===== config.mk =====
export PLATFORM = sky130hd
export DESIGN_NAME = vga_fwd_decoder
export DESIGN_NICKNAME = d
export VERILOG_FILES = /design/src/rtl/vgadec_pkg.sv /design/src/rtl/vga_mem_match.sv /design/src/rtl/vga_io_match.sv /design/src/rtl/iowin_match.sv /design/src/rtl/vga_fwd_decoder.sv
export SDC_FILE = /design/constraint.sdc
export NUM_CORES = 1
export LEC_CHECK = 0
export BUFFER_PORTS_ARGS = -buffer_cell sky130_fd_sc_hd__buf_4
export CAP_MARGIN = 0
export CORE_MARGIN = 2
export CORE_UTILIZATION = 35
export CTS_CLUSTER_SIZE = 12
export DETAILED_ROUTE_END_ITERATION = 8
export PLACE_DENSITY = 0.68
export REMOVE_ABC_BUFFERS = 1
export SLEW_MARGIN = 20
export SYNTH_ARGS = -nofsm -noshare
export SYNTH_HDL_FRONTEND = slang
export SYNTH_SLANG_ARGS = --single-unit

===== constraint.sdc =====
create_clock -name clk -period 4.22 [get_ports clk]
set_clock_uncertainty 0.05 [all_clocks]
set_input_delay 0.633 -clock clk [delete_from_list [all_inputs] [get_ports clk]]
set_output_delay 0.633 -clock clk [all_outputs]
set_load 0.02 [all_outputs]

===== src/rtl/vgadec_pkg.sv =====
package vgadec_pkg;

  localparam int unsigned PCI_AW = 32;

  typedef enum logic [1:0] {
    CMD_IDLE = 2'b00,
    CMD_MEM  = 2'b01,
    CMD_IO   = 2'b10,
    CMD_RSVD = 2'b11
  } bus_cmd_e;

  // Legacy display memory aperture
  localparam logic [PCI_AW-1:0] DISP_MEM_LO = 32'h000A_0000;
  localparam logic [PCI_AW-1:0] DISP_MEM_HI = 32'h000B_FFFF;

  // Legacy display port spans, compared on the low 10 bits
  localparam int unsigned PORT_BITS = 10;
  localparam logic [PORT_BITS-1:0] MONO_LO  = 10'h3B0;
  localparam logic [PORT_BITS-1:0] MONO_HI  = 10'h3BB;
  localparam logic [PORT_BITS-1:0] COLOR_LO = 10'h3C0;
  localparam logic [PORT_BITS-1:0] COLOR_HI = 10'h3DF;

  function automatic logic addr_in_span(input logic [PCI_AW-1:0] v,
                                        input logic [PCI_AW-1:0] lo,
                                        input logic [PCI_AW-1:0] hi);
    return (v >= lo) && (v <= hi);
  endfunction

  function automatic logic port_in_span(input logic [PORT_BITS-1:0] v,
                                        input logic [PORT_BITS-1:0] lo,
                                        input logic [PORT_BITS-1:0] hi);
    return (v >= lo) && (v <= hi);
  endfunction

endpackage


===== src/rtl/vga_mem_match.sv =====
module vga_mem_match
  import vgadec_pkg::*;
(
  input  logic [PCI_AW-1:0] addr,
  output logic              in_aperture
);
  assign in_aperture = addr_in_span(addr, DISP_MEM_LO, DISP_MEM_HI);
endmodule


===== src/rtl/vga_io_match.sv =====
module vga_io_match
  import vgadec_pkg::*;
#(
  parameter int unsigned HI_LSB      = 16,
  parameter bit          CHECK_ALIAS = 1'b0
)(
  input  logic [PCI_AW-1:0] addr,
  output logic              in_ports,
  output logic              upper_zero
);
  localparam int unsigned MID_W = HI_LSB - PORT_BITS;

  logic [PORT_BITS-1:0] port_off;
  logic [MID_W-1:0]     mid_bits;
  logic                 mid_ok;
  logic                 span_ok;

  assign port_off   = addr[PORT_BITS-1:0];
  assign mid_bits   = addr[HI_LSB-1:PORT_BITS];
  assign upper_zero = (addr[PCI_AW-1:HI_LSB] == '0);
  assign mid_ok     = CHECK_ALIAS ? (mid_bits == '0) : 1'b1;
  assign span_ok    = port_in_span(port_off, MONO_LO, MONO_HI) ||
                      port_in_span(port_off, COLOR_LO, COLOR_HI);
  assign in_ports   = upper_zero && mid_ok && span_ok;
endmodule


===== src/rtl/iowin_match.sv =====
module iowin_match
  import vgadec_pkg::*;
#(
  parameter bit          ISA_FILTER = 1'b1,
  parameter int unsigned ISA_TOP    = 16
)(
  input  logic [PCI_AW-1:0] addr,
  input  logic [PCI_AW-1:0] base,
  input  logic [PCI_AW-1:0] limit,
  input  logic              isa_mode,
  output logic              in_window,
  output logic              isa_blocked
);
  logic bounds_ok;

  assign bounds_ok = addr_in_span(addr, base, limit);

  generate
    if (ISA_FILTER) begin : g_isa
      assign isa_blocked = isa_mode && (addr[PCI_AW-1:ISA_TOP] == '0) &&
                           (addr[9:8] != 2'b00);
    end else begin : g_no_isa
      assign isa_blocked = 1'b0;
    end
  endgenerate

  assign in_window = bounds_ok && !isa_blocked;
endmodule


===== src/rtl/vga_fwd_decoder.sv =====
module vga_fwd_decoder
  import vgadec_pkg::*;
#(
  parameter bit          CHECK_ALIAS = 1'b0,
  parameter bit          ISA_FILTER  = 1'b1,
  parameter int unsigned HI_LSB      = 16
)(
  input  logic              clk,
  input  logic              rst_n,
  input  logic              cfg_wr_en,
  input  logic              cfg_wr_data,
  input  logic              bus_secondary,
  input  logic [1:0]        bus_cmd,
  input  logic [PCI_AW-1:0] bus_addr,
  input  logic              mem_space_en,
  input  logic              io_space_en,
  input  logic              isa_mode,
  input  logic [PCI_AW-1:0] io_base,
  input  logic [PCI_AW-1:0] io_limit,
  output logic              claim,
  output logic              hit_vga,
  output logic              hit_window
);

  logic disp_en_q;
  logic is_mem, is_io, primary;
  logic mem_ap_hit, io_port_hit, io_upper_zero;
  logic win_hit, win_isa_blocked;
  logic vga_mem_claim, vga_io_claim, win_claim;

  always_ff @(posedge clk or negedge rst_n) begin
    if (!rst_n)         disp_en_q <= 1'b0;
    else if (cfg_wr_en) disp_en_q <= cfg_wr_data;
  end

  assign is_mem  = (bus_cmd == CMD_MEM);
  assign is_io   = (bus_cmd == CMD_IO);
  assign primary = !bus_secondary;

  vga_mem_match u_mem (
    .addr        (bus_addr),
    .in_aperture (mem_ap_hit)
  );

  vga_io_match #(
    .HI_LSB      (HI_LSB),
    .CHECK_ALIAS (CHECK_ALIAS)
  ) u_io (
    .addr       (bus_addr),
    .in_ports   (io_port_hit),
    .upper_zero (io_upper_zero)
  );

  iowin_match #(
    .ISA_FILTER (ISA_FILTER),
    .ISA_TOP    (HI_LSB)
  ) u_win (
    .addr        (bus_addr),
    .base        (io_base),
    .limit       (io_limit),
    .isa_mode    (isa_mode),
    .in_window   (win_hit),
    .isa_blocked (win_isa_blocked)
  );

  assign vga_mem_claim = primary && disp_en_q && is_mem && mem_space_en && mem_ap_hit;
  assign vga_io_claim  = primary && disp_en_q && is_io && io_space_en && io_port_hit;
  assign win_claim     = primary && is_io && io_space_en && win_hit;

  assign hit_vga    = vga_mem_claim || vga_io_claim;
  assign hit_window = win_claim && !hit_vga;
  assign claim      = hit_vga || hit_window;


  flag_excl_chk: assert property (@(posedge clk) disable iff (!rst_n)
    $onehot0({hit_vga, hit_window}));


  claim_src_chk: assert property (@(posedge clk) disable iff (!rst_n)
    claim |-> (hit_vga || hit_window));


  sec_noclaim_chk: assert property (@(posedge clk) disable iff (!rst_n)
    bus_secondary |-> !claim);


  cmd_idle_chk: assert property (@(posedge clk) disable iff (!rst_n)
    (bus_cmd == CMD_IDLE || bus_cmd == CMD_RSVD) |-> !claim);


  mem_gate_chk: assert property (@(posedge clk) disable iff (!rst_n)
    (hit_vga && bus_cmd == CMD_MEM) |-> mem_space_en);


  io_upper_chk: assert property (@(posedge clk) disable iff (!rst_n)
    (hit_vga && bus_cmd == CMD_IO) |-> (io_space_en && io_upper_zero));


  win_bounds_chk: assert property (@(posedge clk) disable iff (!rst_n)
    hit_window |-> (bus_cmd == CMD_IO && bus_addr >= io_base && bus_addr <= io_limit));


  win_isa_chk: assert property (@(posedge clk) disable iff (!rst_n)
    hit_window |-> !win_isa_blocked);


  en_hold_chk: assert property (@(posedge clk) disable iff (!rst_n)
    !cfg_wr_en |=> $stable(disp_en_q));

endmodule


==> results of run 1 <==
worst max-delay path by stage:
stage / slack, ns / endpoint / cells after the start / startpoint
detailed placement: 1.16 / hit_window / 9 / bus_addr[29]
CTS: 1.15 / hit_window / 9 / bus_addr[29]
finish: 1.12 / hit_window / 9 / bus_addr[29]
floorplan: 1.47 / claim / 4 / bus_addr[31]
global placement: 1.17 / hit_window / 9 / bus_addr[29]
global route: 0.98 / claim / 10 / bus_addr[0]
report_power, final:
group | switching [W] | internal (W) | total, W
sequential | 0.000000516 | 0.0000107 | 0.0000113
clock | 0 | 0 | 0
combinational | 0.0000990 | 0.000125 | 0.000224
Yosys cell counts (all sizes together), types with 2 or more instances:
cell type / n / area (um2)
inv: 66 / 248
ha: 64 / 801
a21oi: 25 / 129
nand2: 16 / 60.1
nand4: 14 / 106
o21ai: 10 / 50.1
nand3: 9 / 45.0
nor2: 6 / 25.0
nor3: 6 / 30.0
nor4: 5 / 37.5
a211oi: 3 / 22.5
a21o: 3 / 22.5
a221o: 2 / 20.0
a221oi: 2 / 17.5
nand2b: 2 / 12.5
o211ai: 2 / 15.0
logic make-up (layout without fill, tap and decap cells):
| logic type | after synthesis | in the layout |
|---|---|---|
| AOI/OAI and AO/OA | 54 | 54 |
| muxes | 2 | 2 |
| and+or+nand+nor | 63 | 63 |
| DFF | 1 | 1 |
| buffers and inverters | 66 | 174 |
| adders and majority gates | 64 | 64 |
final cells by class:
cell class              instances  area (um2)
fillers                       529        2340
multi-input cells             183        1530
inverters                      66         248
well taps                      70        87.6
repair buffers                108         811
flip-flops and latches          1        25.0
worst max-delay path: stages:
cell       delay, ns
buf_4           0.12
ha_1            0.30
nand4_2         0.16
nor4_2          0.43
o2111ai_1       0.18
a31oi_1         0.19
o221ai_2        0.14
nor2_2          0.10
buf_4           0.14
through the flow:
stage,hold WS [ns],setup slack [ns],total power [W],util (%),cells
3_3_place_gp,0.358,1.17,0.000232,53.5,428
6_report,0.359,1.12,0.000235,53.5,428
2_1_floorplan,0.287,1.47,0.000124,-,250
4_1_cts,0.359,1.15,0.000238,53.5,428
5_1_grt,0.363,0.985,0.000268,53.5,428
3_5_place_dp,0.359,1.16,0.000237,53.5,428
layer usage:
metal | global-route usage (%) | up-vias
li1 | - | 1105
met4 | 0.390 | 0
met2 | 32.3 | 73
met5 | 0 | -
met1 | 20.8 | 880
met3 | 1.72 | 0
==> impl_metrics.yaml, run 1 <==
timing:
  relSlewSlack_pct: 63.4
  worst_slew_pin_slew_ns: 0.546
  fmax_ghz: 0.323
  fin_tns_setup_ns: 0
  fin_crit_sh_pct: 73.4
  final_max_slew_viol_count: 0
  hold_viol: 0
  setup_viol: 0
  rsz0062_at_grt: "false"
  finalCriticalPeriod_ns: 3.10
worst_setup_path:
  crit_path_end_kind: "output pin"
  rr_endpoint: "disp_en_q"
  criticalPathCategory: "primary input to output pin"
  worstSetupStartpointType: "primary input"
  r2r_setup_slack_ns: 3.43
  r2r_cells: 1
  r2r-start: "disp_en_q"
  worstPathArrival_ns: 2.41
  critPathMaxFanout: 3
  critPathRequiredTime_ns: 3.54
die:
  std_cell_rows: 26
  die_y_um: 75.7
  core_area_um2: 5040
  die-area_um2: 5730
  start_util_pct: 35.7
  die_w_um: 75.7
  io_pins: 109
detailed_routing:
  dr.first_iter.drc_count: 38
  wl_met3_um: 459
  via_per_inst: 4.81
  wl_per_cell_um: 11.3
  ant_nets: 0
  top_layer_used: "met3"
  via_count: 2058
  route.met2.wl_mm: 2.43
  finalWirelength_mm: 4.86
  route.detailed.drc: 0
  drt_first_pass_iters: 4
  m1WireLength_mm: 1.97
final_layout:
  regMostFlops: "disp_en_q"
  reg_top3: "disp_en_q x1"
  final_cell_mix: "buf_4, inv_1, ha_1"
  diodes: 0
  syn2layout_area_growth_pct: 49.9
  finalNetCount: 530
  final_common_cell: "buf_4"
  drive_gt1_share_pct: 33.0
  final_cell_area_um2: 2700
  largest_reg_flops: 1
logic_synthesis:
  synth_simple_gate_area_share_pct: 20.0
  synth_ff_type: "dfrtp_1"
  synth_seq_cells: 1
  synth_top_family_by_area: "adder cells"
  yosys_warnings: 0
  synthArstFlopShare_pct: 100
  synth_compound_gate_area_share_pct: 19.1
  synth_edf_count: 0
  synth_mux_area_share_pct: 1.18
  synth_cell_types: 36
  avgSynthCellArea_um2: 7.20
  ys_seq_area_share_pct: 1.39
  synthXorXnorAreaFrac_pct: 0
  postSynthCellCount: 250
  synth_adder_area_share_pct: 44.5
  synthesis.area_um2: 1800
clocking:
  cts-resized-gates: 0
  post-cts-setup-buffers: 0
  hold_buffers: 0
  clkLatencyLatePin_ns: 0
  clk_pin_slew_worst_paths_ns: 0
run_status:
  status: "complete, no violations"
placement:
  dp_hpwl_mm: 4.68
  placed_cell_area_um2: 2700
  numPortBuffers: 108
  gp_congestion: 0.831
worst_hold_path:
  min_path_type: "primary input to async pin"
flow_run:
  drv_cap: 0
global_routing:
  track_usage_pct: 16.7
  grt_pass1_vias: 1949
  grt_max_degree: 5
  grt_overflow: 0
  antenna_found_initial: 0
  grt_pass1_wl_mm: 7.74
power_and_ir_drop:
  peakVddDrop_v: 0.0000406
  p_leak_nw: 1.60
  cellPowerDensity_nw_per_um2: 87.1
No activity file was read; power rests on OpenSTA's default activity.
==> run 2, diff against run 1 <==
Settings changed: ABC_AREA from default to 1, PLACE_DENSITY 0.68 to 0.67.
Clock period 4.22 ns to 2.9 ns, I/O delays scaled along.
==> run 2 against run 1 <==
Area after synthesis increased by 8.5%. Global-route usage decreased by 0.81 points. Combinational power increased by 55%. Highest routed layer unchanged.
==> impl_metrics.yaml, run 2 <==
detailed_routing:
  via_per_inst: 4.38
  finalWirelength_mm: 4.96
  dr.first_iter.drc_count: 24
  wl_per_cell_um: 9.85
  route.detailed.drc: 0
  ant_nets: 0
  via_count: 2209
  drt_first_pass_iters: 4
final_layout:
  fill_cells: 572
  drive_gt1_share_pct: 27.1
  finalNetCount: 604
  largest_reg_flops: 1
  final_common_cell: "buf_4"
  final_cell_mix: "buf_4, inv_1, nand2_1"
  diodes: 0
  syn2layout_area_growth_pct: 46.2
  regMostFlops: "disp_en_q"
  reg_top3: "disp_en_q x1"
logic_synthesis:
  synth_area_leaders: "ha_1, inv_1, nand2_1"
  synth_top_area_share_pct: 41.0
  ys_top_cells_by_count: "inv_1, nand2_1, ha_1"
  synth_edf_count: 0
  postSynthCellCount: 324
  synthArstFlopShare_pct: 100
  synthesis.area_um2: 1950
  ys_seq_area_share_pct: 1.28
  synth_simple_gate_area_share_pct: 28.8
  synthXorXnorAreaFrac_pct: 0
  synth_mux_area_share_pct: 0
  synth_ff_type: "dfrtp_1"
  synth_top_family_by_area: "adder cells"
  yosys_warnings: 0
  synth_top_area_cell: "ha_1"
  synth_adder_area_share_pct: 41.0
  avgSynthCellArea_um2: 6.02
  synth_compound_gate_area_share_pct: 13.1
  synth_cell_types: 24
  synth_seq_cells: 1
worst_setup_path:
  worstSetupStartpointType: "primary input"
  criticalPathCategory: "primary input to output pin"
  critPathRequiredTime_ns: 2.41
  crit_path_end_kind: "output pin"
  critPathMaxFanout: 3
  worstPathArrival_ns: 1.88
power_and_ir_drop:
  peakVddDrop_v: 0.0000519
  p_leak_nw: 1.81
  power_w: 0.000365
  cellPowerDensity_nw_per_um2: 128
clocking:
  post-cts-setup-buffers: 0
  clk_pin_slew_worst_paths_ns: 0
  hold_buffers: 0
  cts-resized-gates: 0
  clkLatencyLatePin_ns: 0
die:
  die-area_um2: 6190
  std_cell_rows: 27
  start_util_pct: 35.9
  die_w_um: 78.7
  io_pins: 109
  die_y_um: 78.7
  core_area_um2: 5440
placement:
  gp_congestion: 0.813
  numPortBuffers: 108
  dp_hpwl_mm: 4.69
flow_run:
  drv_cap: 0
timing:
  hold_viol: 0
  setup_viol: 0
  final_max_slew_viol_count: 0
  fin_crit_sh_pct: 81.6
  fmax_ghz: 0.423
  worst_slew_pin_slew_ns: 0.368
  finalCriticalPeriod_ns: 2.37
  fin_tns_setup_ns: 0
  relSlewSlack_pct: 75.1
  rsz0062_at_grt: "false"
global_routing:
  grt_pass1_vias: 2027
  use_met1_pct: 20.9
  track_usage_pct: 15.8
  top_usage_layer: "met2"
  use_met2_pct: 29.3
  antenna_found_initial: 0
  grt_max_degree: 5
  grt_pass1_wl_mm: 8.38
  grt_overflow: 0
  grt_use_met3_pct: 1.72
run_status:
  status: "complete, no violations"
worst_hold_path:
  min_path_type: "primary input to async pin"
run 2: final timing paths:
| path | startpoint | to | slack, ns | cells after the start |
|---|---|---|---|---|
| setup / recovery | bus_addr[23] | hit_window | 0.53 | 11 |
| max in group asynchronous | rst_n | disp_en_q | 2.55 | 1 |
| hold / removal | rst_n | disp_en_q | 0.16 | 1 |
| setup reg to reg | disp_en_q | disp_en_q | 2.17 | 2 |
| min in group clk | disp_en_q | disp_en_q | 0.56 | 2 |
| hold reg to reg | disp_en_q | disp_en_q | 0.56 | 2 |
run 2: per-layer routing:
layer	vias to the layer above	share of wire [%]
li1	1238	-
met4	0	0
met1	905	44
met5	-	0
met2	66	48
met3	0	7.4
run 2: worst max-delay path: stages:
cell and delay, ns:
buf_4 0.12, ha_1 0.29, nand2_1 0.07, nor2_1 0.15, nand4_1 0.12, nor2_1 0.17
nand2_1 0.09, a21oi_2 0.13, nand2_2 0.08, nor2_2 0.08, buf_4 0.14
run 2: cells by family (layout without fill, tap and decap cells):
logic type,count (synthesis),in the layout
flip-flops,1,1
AO/OA/AOI/OAI,44,44
AND/OR/NAND/NOR,133,133
adder cells (fa/ha/maj),64,64
buffers and inverters,82,190
run 2: cell type report:
cell class / count / area (um2) / share of cell area [%]
inverter: 82 / 308 / 10.8
multi-input combinational: 241 / 1620 / 56.8
tap: 72 / 90.1 / 3.16
sequential: 1 / 25.0 / 0.877
timing repair buffer: 108 / 811 / 28.4
run 2: report_power, final:
group	internal, W	switching [W]	total (W)
logic	0.000186	0.000162	0.000348
registers	0.0000155	0.000000950	0.0000164
clock network	0	0	0
run 2: per-stage QoR:
| step | cells | instance area, um2 | hold WS [ns] | worst slack (ns) | util (%) |
|---|---|---|---|---|---|
| 2_1_floorplan | 324 | 1950 | 0.0894 | 0.825 | - |
| 3_3_place_gp | 504 | 2850 | 0.161 | 0.548 | 52.4 |
| 3_5_place_dp | 504 | 2850 | 0.165 | 0.531 | 52.4 |
| 4_1_cts | 504 | 2850 | 0.165 | 0.520 | 52.4 |
| 5_1_grt | 504 | 2850 | 0.168 | 0.395 | 52.4 |
| 6_report | 504 | 2850 | 0.164 | 0.534 | 52.4 |
